**config.mk**
```make
export PLATFORM = sky130hd
export DESIGN_NAME = uart_fifo_ctrl
export DESIGN_NICKNAME = d
export VERILOG_FILES = /design/src/rtl/uart_fifo_pkg.sv /design/src/rtl/ufc_fifo.sv /design/src/rtl/ufc_regs.sv /design/src/rtl/uart_fifo_ctrl.sv
export SDC_FILE = /design/constraint.sdc
export NUM_CORES = 1
export LEC_CHECK = 0
export ABC_AREA = 1
export BUFFER_PORTS_ARGS = -buffer_cell sky130_fd_sc_hd__buf_2
export CAP_MARGIN = 40
export CORE_ASPECT_RATIO = 2
export CORE_MARGIN = 2
export CORE_UTILIZATION = 40
export CTS_BUF_LIST = sky130_fd_sc_hd__clkbuf_2
export CTS_CLUSTER_SIZE = 25
export DETAILED_ROUTE_END_ITERATION = 12
export GPL_TIMING_DRIVEN = 0
export PLACE_DENSITY = 0.58
export SKIP_CTS_REPAIR_TIMING = 1
export SKIP_LAST_GASP = 1
export SLEW_MARGIN = 25
export SYNTH_ARGS = -nofsm -noshare
export SYNTH_HDL_FRONTEND = slang
export SYNTH_SLANG_ARGS = --single-unit
```
**constraint.sdc**
```tcl
create_clock -name clk_i -period 2.8 [get_ports clk_i]
set_input_delay 0.56 -clock clk_i [delete_from_list [all_inputs] [get_ports clk_i]]
set_output_delay 0.56 -clock clk_i [all_outputs]
set_load 0.01 [all_outputs]
```
**src/rtl/uart_fifo_pkg.sv**
```systemverilog
package uart_fifo_pkg;
  typedef enum logic [2:0] {
    A_PARAM = 3'd0,
    A_CTRL  = 3'd1,
    A_STAT  = 3'd2,
    A_TXWM  = 3'd3,
    A_TXCNT = 3'd4,
    A_RXWM  = 3'd5,
    A_RXCNT = 3'd6,
    A_DATA  = 3'd7
  } reg_addr_e;

  localparam int unsigned BIT_TX_EN    = 7;
  localparam int unsigned BIT_RX_EN    = 3;
  localparam int unsigned BIT_TX_FLUSH = 7;
  localparam int unsigned BIT_RX_FLUSH = 6;
  localparam int unsigned BIT_TX_EMPTY = 7;
  localparam int unsigned BIT_RX_EMPTY = 6;
  localparam int unsigned NUM_FLAGS    = 3;  // [2] rx overflow, [1] tx overflow, [0] rx underflow
endpackage

```
**src/rtl/ufc_fifo.sv**
```systemverilog
module ufc_fifo #(
  parameter int unsigned DEPTH_LOG2 = 3,
  parameter int unsigned DW         = 8
) (
  input  logic                  clk_i,
  input  logic                  rst_ni,
  input  logic                  single_i,
  input  logic                  flush_i,
  input  logic                  push_i,
  input  logic [DW-1:0]         push_data_i,
  input  logic                  pop_i,
  output logic [DW-1:0]         head_o,
  output logic [DEPTH_LOG2:0]   count_o,
  output logic                  full_o,
  output logic                  empty_o,
  output logic                  ovf_o,
  output logic                  unf_o
);
  localparam int unsigned DEPTH = 1 << DEPTH_LOG2;
  localparam int unsigned CW    = DEPTH_LOG2 + 1;

  logic [DW-1:0]         mem_q [DEPTH];
  logic [DEPTH_LOG2-1:0] wr_ptr_q, rd_ptr_q;
  logic [CW-1:0]         count_q, cap;
  logic                  push_ok, pop_ok;

  assign cap     = single_i ? CW'(1) : CW'(DEPTH);
  assign full_o  = (count_q >= cap);
  assign empty_o = (count_q == '0);
  assign push_ok = push_i & ~full_o & ~flush_i;
  assign pop_ok  = pop_i & ~empty_o & ~flush_i;
  assign ovf_o   = push_i & full_o & ~flush_i;
  assign unf_o   = pop_i & empty_o & ~flush_i;
  assign head_o  = mem_q[rd_ptr_q];
  assign count_o = count_q;

  always_ff @(posedge clk_i or negedge rst_ni) begin
    if (!rst_ni) begin
      wr_ptr_q <= '0;
      rd_ptr_q <= '0;
      count_q  <= '0;
    end else if (flush_i) begin
      wr_ptr_q <= '0;
      rd_ptr_q <= '0;
      count_q  <= '0;
    end else begin
      if (push_ok) wr_ptr_q <= wr_ptr_q + 1'b1;
      if (pop_ok)  rd_ptr_q <= rd_ptr_q + 1'b1;
      case ({push_ok, pop_ok})
        2'b10:   count_q <= count_q + 1'b1;
        2'b01:   count_q <= count_q - 1'b1;
        default: count_q <= count_q;
      endcase
    end
  end

  always_ff @(posedge clk_i) begin
    if (push_ok) mem_q[wr_ptr_q] <= push_data_i;
  end

  p_count_bound_r2: assert property (@(posedge clk_i) disable iff (!rst_ni)
    count_q <= CW'(DEPTH));
  p_flush_clears_r7: assert property (@(posedge clk_i) disable iff (!rst_ni)
    flush_i |=> (count_q == '0));
  p_full_push_drop_r3: assert property (@(posedge clk_i) disable iff (!rst_ni)
    (push_i && full_o && !pop_i && !flush_i) |=> $stable(count_q));
  p_empty_pop_drop_r11: assert property (@(posedge clk_i) disable iff (!rst_ni)
    (pop_i && empty_o && !push_i && !flush_i) |=> (count_q == '0));
  p_single_cap_r10: assert property (@(posedge clk_i) disable iff (!rst_ni)
    (single_i && count_q <= CW'(1)) |=> (count_q <= CW'(1)));
endmodule

```
**src/rtl/ufc_regs.sv**
```systemverilog
module ufc_regs
  import uart_fifo_pkg::*;
#(
  parameter int unsigned TX_LOG2 = 3,
  parameter int unsigned RX_LOG2 = 3
) (
  input  logic                 clk_i,
  input  logic                 rst_ni,
  input  logic [2:0]           reg_addr_i,
  input  logic                 reg_we_i,
  input  logic                 reg_re_i,
  input  logic [7:0]           reg_wdata_i,
  output logic [7:0]           reg_rdata_o,
  input  logic [7:0]           tx_count_i,
  input  logic [7:0]           rx_count_i,
  input  logic                 tx_empty_i,
  input  logic                 rx_empty_i,
  input  logic [7:0]           rx_head_i,
  input  logic [NUM_FLAGS-1:0] flag_ev_i,
  output logic                 tx_mode_o,
  output logic                 rx_mode_o,
  output logic                 tx_flush_o,
  output logic                 rx_flush_o,
  output logic                 tx_push_o,
  output logic                 rx_pop_o,
  output logic [7:0]           tx_wm_o,
  output logic [7:0]           rx_wm_o,
  output logic                 irq_o
);
  localparam logic [2:0] TX_CODE = 3'(TX_LOG2 - 1);
  localparam logic [2:0] RX_CODE = 3'(RX_LOG2 - 1);

  reg_addr_e            addr;
  logic                 tx_mode_q, rx_mode_q;
  logic [7:0]           tx_wm_q, rx_wm_q;
  logic [NUM_FLAGS-1:0] en_q, flags_q, clr;

  assign addr       = reg_addr_e'(reg_addr_i);
  assign tx_flush_o = reg_we_i && addr == A_CTRL && reg_wdata_i[BIT_TX_FLUSH];
  assign rx_flush_o = reg_we_i && addr == A_CTRL && reg_wdata_i[BIT_RX_FLUSH];
  assign tx_push_o  = reg_we_i && addr == A_DATA;
  assign rx_pop_o   = reg_re_i && addr == A_DATA;
  assign clr        = (reg_we_i && addr == A_STAT) ? reg_wdata_i[NUM_FLAGS-1:0] : '0;
  assign tx_mode_o  = tx_mode_q;
  assign rx_mode_o  = rx_mode_q;
  assign tx_wm_o    = tx_mode_q ? tx_wm_q : 8'd0;
  assign rx_wm_o    = rx_mode_q ? rx_wm_q : 8'd0;
  assign irq_o      = |(flags_q & en_q);

  always_ff @(posedge clk_i or negedge rst_ni) begin
    if (!rst_ni) begin
      tx_mode_q <= 1'b0;
      rx_mode_q <= 1'b0;
      tx_wm_q   <= '0;
      rx_wm_q   <= '0;
      en_q      <= '0;
    end else if (reg_we_i) begin
      case (addr)
        A_PARAM: begin
          tx_mode_q <= reg_wdata_i[BIT_TX_EN];
          rx_mode_q <= reg_wdata_i[BIT_RX_EN];
        end
        A_CTRL:  en_q    <= reg_wdata_i[NUM_FLAGS-1:0];
        A_TXWM:  tx_wm_q <= reg_wdata_i;
        A_RXWM:  rx_wm_q <= reg_wdata_i;
        default: ;
      endcase
    end
  end

  // set wins over a same-cycle clear
  always_ff @(posedge clk_i or negedge rst_ni) begin
    if (!rst_ni) flags_q <= '0;
    else         flags_q <= flag_ev_i | (flags_q & ~clr);
  end

  always_comb begin
    case (addr)
      A_PARAM: reg_rdata_o = {tx_mode_q, TX_CODE, rx_mode_q, RX_CODE};
      A_CTRL:  reg_rdata_o = {5'd0, en_q};
      A_STAT:  reg_rdata_o = {tx_empty_i, rx_empty_i, 3'd0, flags_q};
      A_TXWM:  reg_rdata_o = tx_wm_q;
      A_TXCNT: reg_rdata_o = tx_count_i;
      A_RXWM:  reg_rdata_o = rx_wm_q;
      A_RXCNT: reg_rdata_o = rx_count_i;
      default: reg_rdata_o = rx_empty_i ? 8'd0 : rx_head_i;
    endcase
  end

  p_sticky_hold_r6: assert property (@(posedge clk_i) disable iff (!rst_ni)
    ((flags_q & ~clr) != '0) |=> ((flags_q & $past(flags_q & ~clr)) == $past(flags_q & ~clr)));
  p_event_sets_r5: assert property (@(posedge clk_i) disable iff (!rst_ni)
    (flag_ev_i != '0) |=> ((flags_q & $past(flag_ev_i)) == $past(flag_ev_i)));
  p_irq_needs_en_r8: assert property (@(posedge clk_i) disable iff (!rst_ni)
    (en_q == '0) |-> !irq_o);
endmodule

```
**src/rtl/uart_fifo_ctrl.sv**
```systemverilog
module uart_fifo_ctrl
  import uart_fifo_pkg::*;
#(
  parameter int unsigned TX_LOG2 = 3,
  parameter int unsigned RX_LOG2 = 3
) (
  input  logic       clk_i,
  input  logic       rst_ni,
  input  logic [2:0] reg_addr_i,
  input  logic       reg_we_i,
  input  logic       reg_re_i,
  input  logic [7:0] reg_wdata_i,
  output logic [7:0] reg_rdata_o,
  input  logic       tx_pop_i,
  output logic [7:0] tx_data_o,
  output logic       tx_avail_o,
  input  logic       rx_push_i,
  input  logic [7:0] rx_data_i,
  output logic [7:0] tx_level_o,
  output logic [7:0] rx_level_o,
  output logic       tx_req_o,
  output logic       rx_rdy_o,
  output logic       irq_o
);
  logic                 tx_mode, rx_mode, tx_flush, rx_flush, tx_push, rx_pop;
  logic                 tx_full, tx_empty, rx_full, rx_empty;
  logic                 tx_ovf, tx_unf, rx_ovf, rx_unf;
  logic [TX_LOG2:0]     tx_cnt;
  logic [RX_LOG2:0]     rx_cnt;
  logic [7:0]           rx_head, tx_wm, rx_wm;
  logic [NUM_FLAGS-1:0] flag_ev;

  ufc_fifo #(.DEPTH_LOG2(TX_LOG2), .DW(8)) i_tx_fifo (
    .clk_i, .rst_ni,
    .single_i(~tx_mode), .flush_i(tx_flush),
    .push_i(tx_push), .push_data_i(reg_wdata_i), .pop_i(tx_pop_i),
    .head_o(tx_data_o), .count_o(tx_cnt), .full_o(tx_full), .empty_o(tx_empty),
    .ovf_o(tx_ovf), .unf_o(tx_unf)
  );

  ufc_fifo #(.DEPTH_LOG2(RX_LOG2), .DW(8)) i_rx_fifo (
    .clk_i, .rst_ni,
    .single_i(~rx_mode), .flush_i(rx_flush),
    .push_i(rx_push_i), .push_data_i(rx_data_i), .pop_i(rx_pop),
    .head_o(rx_head), .count_o(rx_cnt), .full_o(rx_full), .empty_o(rx_empty),
    .ovf_o(rx_ovf), .unf_o(rx_unf)
  );

  assign flag_ev    = {rx_ovf, tx_ovf, rx_unf};  // tx underflow carries no flag
  assign tx_level_o = 8'(tx_cnt);
  assign rx_level_o = 8'(rx_cnt);
  assign tx_avail_o = ~tx_empty;
  assign tx_req_o   = (tx_level_o <= tx_wm);
  assign rx_rdy_o   = (rx_level_o > rx_wm);

  ufc_regs #(.TX_LOG2(TX_LOG2), .RX_LOG2(RX_LOG2)) i_regs (
    .clk_i, .rst_ni,
    .reg_addr_i, .reg_we_i, .reg_re_i, .reg_wdata_i, .reg_rdata_o,
    .tx_count_i(tx_level_o), .rx_count_i(rx_level_o),
    .tx_empty_i(tx_empty), .rx_empty_i(rx_empty), .rx_head_i(rx_head),
    .flag_ev_i(flag_ev),
    .tx_mode_o(tx_mode), .rx_mode_o(rx_mode),
    .tx_flush_o(tx_flush), .rx_flush_o(rx_flush),
    .tx_push_o(tx_push), .rx_pop_o(rx_pop),
    .tx_wm_o(tx_wm), .rx_wm_o(rx_wm), .irq_o
  );

  p_mode_off_txreq_r10: assert property (@(posedge clk_i) disable iff (!rst_ni)
    (!tx_mode && tx_level_o != 8'd0) |-> !tx_req_o);
  p_mode_off_rxrdy_r10: assert property (@(posedge clk_i) disable iff (!rst_ni)
    (!rx_mode && rx_level_o != 8'd0) |-> rx_rdy_o);
  p_full_status_r2: assert property (@(posedge clk_i) disable iff (!rst_ni)
    tx_full |-> tx_avail_o);
  p_unf_no_rx_r5: assert property (@(posedge clk_i) disable iff (!rst_ni)
    rx_unf |-> (rx_level_o == 8'd0));
  p_tx_unf_quiet_r11: assert property (@(posedge clk_i) disable iff (!rst_ni)
    tx_unf |-> !tx_avail_o);
endmodule

```
==> qor.log <==
qor: run_status.outcome finished, violations left
qor: run_status.failing_checks setup timing
qor: min_path.hold_start rx_data_i[4]
qor: final_layout.final-instance-count-excl-fill 1215
qor: yosys.yosys.area.top_type_share 47.4%
qor: final_layout.area_delta_synth_final 24.0%
qor: yosys.synth-seq-cells 172
qor: power_and_ir_drop.ir_drop 0.576 mV
qor: timing.layout_worst_path_cycle_share 100%
qor: final_layout.nFillCells 1848
qor: setup_path.worstSetupStartpoint i_rx_fifo.rd_ptr_q[0]
qor: timing.hold_violations 0
qor: global_route.grt_overflow 0
qor: cts.clkLatencyLatePin 0.77 ns
qor: floorplanning.dieWidth 105 um
qor: min_path.hold_wc_path_type in -> reg
qor: yosys.post_synth_xor_area_fraction 0.648%
qor: detailed_routing.detail_route.drc_violations 0
qor: detailed_routing.avgRoutedWirePerCell 18.0 um
qor: detailed_routing.vias_per_cell 5.07
qor: placed_design.routabilityCongestion 0.860
qor: setup_path.internal_reg_to_reg_setup_slack 0.24 ns
qor: setup_path.crit_path_max_fanout 5
qor: yosys.netlist_area_before_placement 8100 um2
qor: yosys.synth_enable_flop_cells 128
qor: cts.path_clk_slew 0.27 ns
qor: cts.max-clock-path-buffers 2
qor: yosys.synthTopCellsByArea sky130_fd_sc_hd__edfxtp_1, sky130_fd_sc_hd__dfrtp_1, sky130_fd_sc_hd__nand2_1, sky130_fd_sc_hd__nor2_1, sky130_fd_sc_hd__o21ai_0
qor: setup_path.timing.critical_path.to_type output port
qor: global_route.antenna_violations_before_repair 1
qor: timing.worst_pin_slew 0.814 ns
qor: setup_path.worstPathArrival 2.25 ns
qor: setup_path.setup.worst_path.start_class flop
qor: yosys.async_flop_share 25.6%
qor: timing.timing.setup.tns -0.00890 ns
qor: yosys.synth_adder_area_share 3.40%
qor: timing.finalSetupViolations 1
qor: timing.post-route-min-period 2.81 ns
qor: detailed_routing.dr_total_vias 6155
qor: job.max-cap-violations 0
qor: floorplanning.die_h 205 um
qor: yosys.post_synth_and_or_nand_nor_area_fraction 20.2%
qor: global_route.grt_pass1_vias 5873
qor: setup_path.rr_worst_depth 15
qor: yosys.ys_seq_area_share 61.0%
qor: power_and_ir_drop.cellLeakagePower 4.12 nW
qor: timing.achievable-frequency 356 MHz
qor: detailed_routing.routed_antenna_nets 0
qor: timing.rsz0062_at_grt true
qor: floorplanning.placeableCoreArea 19900 um2
qor: cts.cts_tree yes
qor: yosys.synth_compound_gate_area_share 9.17%
qor: timing.timing.final.ws_setup -0.00890 ns
qor: placed_design.io_buffers 51
qor: yosys.synth.lib_cells_used.distinct 35
qor: global_route.grt_first_pass_wirelength 31.2 mm
qor: floorplanning.boundaryPins 61
qor: yosys.synthMuxAreaShare 0%
qor: detailed_routing.totalWireLength 21.9 mm
qor: yosys.main_combinational_cell_family_by_area_after_synthesis simple AND/OR/NAND/NOR gates
qor: yosys.yosys.cell_count.top_type sky130_fd_sc_hd__nand2_1
qor: placed_design.placed_cells_incl_taps 1147
qor: setup_path.setup.worst_path.class reg -> out
qor: global_route.global_route.usage.total 19.5%
qor: placed_design.detailedPlacementHpwl 15.7 mm
qor: floorplanning.num_rows 73
qor: timing.final.setup_skew 0.0289 ns
qor: yosys.yosys_warnings 0
qor: timing.maxSlewViolCount 0
qor: setup_path.regToRegStartpoint i_regs.tx_mode_o
qor: detailed_routing.drtPass1Iterations 5
qor: cts.htreeDepth 4
qor: min_path.min_delay_path_depth 1
qor: yosys.synthTopCellsByCount sky130_fd_sc_hd__nand2_1, sky130_fd_sc_hd__nor2_1, sky130_fd_sc_hd__edfxtp_1
qor: yosys.synth.largest_area_cell sky130_fd_sc_hd__edfxtp_1
qor: cts.clk_root_buffer_cell sky130_fd_sc_hd__clkbuf_2
qor: floorplanning.die_area 21500 um2
qor: detailed_routing.detail_route.iter0.violations 345
qor: cts.numClockSinks 172
qor: floorplanning.start_util 40.7%
qor: global_route.pin_count_of_the_biggest_net_entering_global_routing 45
qor: final_layout.final_net_count 986
qor: setup_path.crit_required 2.24 ns
qor: final_layout.final_util 50.5%
qor: yosys.netlist_instances 821
qor: yosys.syn-mean-instance-area 9.87 um2
qor: yosys.synth_flop_cell sky130_fd_sc_hd__edfxtp_1
qor: final_layout.layout-drive-gt1-share 28.4%
qor: power_and_ir_drop.pwr_density_cell 918 nW/um2
qor: timing.worst_slew_margin_rel 45.5%
qor: cts.cts_inserted_buffers 17
==> cell type report <==
class	count	area (um2)	share of cell area, %
antenna	1	2.50	0.0249
buffer	32	363	3.61
clock buffer	17	85.1	0.847
clock inverter	15	206	2.05
inverter	67	279	2.78
multi-input combinational	554	3070	30.6
sequential	172	4960	49.4
tap	262	328	3.26
timing repair buffer	94	741	7.37
timing repair inverter	1	8.76	0.0872
==> critical path, cell delays in order, from the launching register on <==
cell                      delay, ns
sky130_fd_sc_hd__dfrtp_2       0.50
sky130_fd_sc_hd__buf_8         0.16
sky130_fd_sc_hd__buf_8         0.14
sky130_fd_sc_hd__nor2_1        0.12
sky130_fd_sc_hd__nor2_1        0.05
sky130_fd_sc_hd__o21ai_1       0.13
sky130_fd_sc_hd__nand3_1       0.10
sky130_fd_sc_hd__nand3_1       0.10
sky130_fd_sc_hd__nand2_1       0.05
sky130_fd_sc_hd__buf_2         0.15
==> metrics by stage <==
step	area, um2	setup WS [ns]	hold slack (ns)	total power (W)
final	10000	-0.00890	0.0544	0.00923
after floorplan	8130	0.460	0.264	0.00538
after global routing	10000	-0.142	0.0147	0.00982
after detailed placement	8780	0.0974	0.482	0.00652
after global placement	8710	-0.233	0.468	0.00645
after CTS	9070	-0.444	-0.276	0.00799
==> registers in the layout (all words and copies together) (netlist names) <==
name                count
i_regs.rx_wm_q          8
i_tx_fifo.rd_ptr_q      3
i_regs.flags_q          3
i_regs.en_q             3
i_tx_fifo.count_o       4
i_regs.tx_mode_o        1
i_rx_fifo.rd_ptr_q      3
i_tx_fifo.mem_q        64
i_regs.rx_mode_o        1
i_rx_fifo.count_o       4
i_rx_fifo.mem_q        64
i_rx_fifo.wr_ptr_q      3
i_regs.tx_wm_q          8
i_tx_fifo.wr_ptr_q      3
==> cells by family after synthesis <==
| kind of cell | after synthesis |
|---|---|
| AND/OR/NAND/NOR | 378 |
| flip-flops | 172 |
| AO/OA/AOI/OAI | 140 |
| buffers and inverters | 102 |
| adder cells (fa/ha/maj) | 22 |
| XOR/XNOR | 6 |
| other | 1 |
==> layer usage <==
layer	part of all wire [%]	global-route usage [%]
met5	0	0
met4	5.6	8.62
met3	2.7	3.48
met2	60	41.6
met1	32	16.7
==> cell usage in the layout, fill, tap and decap left out, types with 17 or more instances in the layout <==
cell / n
sky130_fd_sc_hd__buf_2: 51
sky130_fd_sc_hd__buf_4: 40
sky130_fd_sc_hd__clkbuf_2: 17
sky130_fd_sc_hd__dfrtp_1: 32
sky130_fd_sc_hd__edfxtp_1: 128
sky130_fd_sc_hd__ha_1: 19
sky130_fd_sc_hd__inv_1: 52
sky130_fd_sc_hd__nand2_1: 150
sky130_fd_sc_hd__nand3_1: 48
sky130_fd_sc_hd__nor2_1: 99
sky130_fd_sc_hd__nor2_2: 20
sky130_fd_sc_hd__nor2_4: 26
sky130_fd_sc_hd__o21ai_0: 44
sky130_fd_sc_hd__o21ai_1: 66
==> report_power, final <==
part	switching, W	internal, W
logic	0.00246	0.00186
clock network	0.000948	0.000532
registers	0.000371	0.00306
==> worst paths after layout <==
kind	endpoint
worst max-delay path	reg_rdata_o[6]
worst min-delay path	i_rx_fifo.mem_q[2][4]
worst max register to register	i_tx_fifo.count_o[2]
worst min register to register	i_regs.rx_wm_q[4]
max in group asynchronous	i_rx_fifo.count_o[3]
min in group asynchronous	i_tx_fifo.rd_ptr_q[2]
No activity file was read; power rests on OpenSTA's default activity.
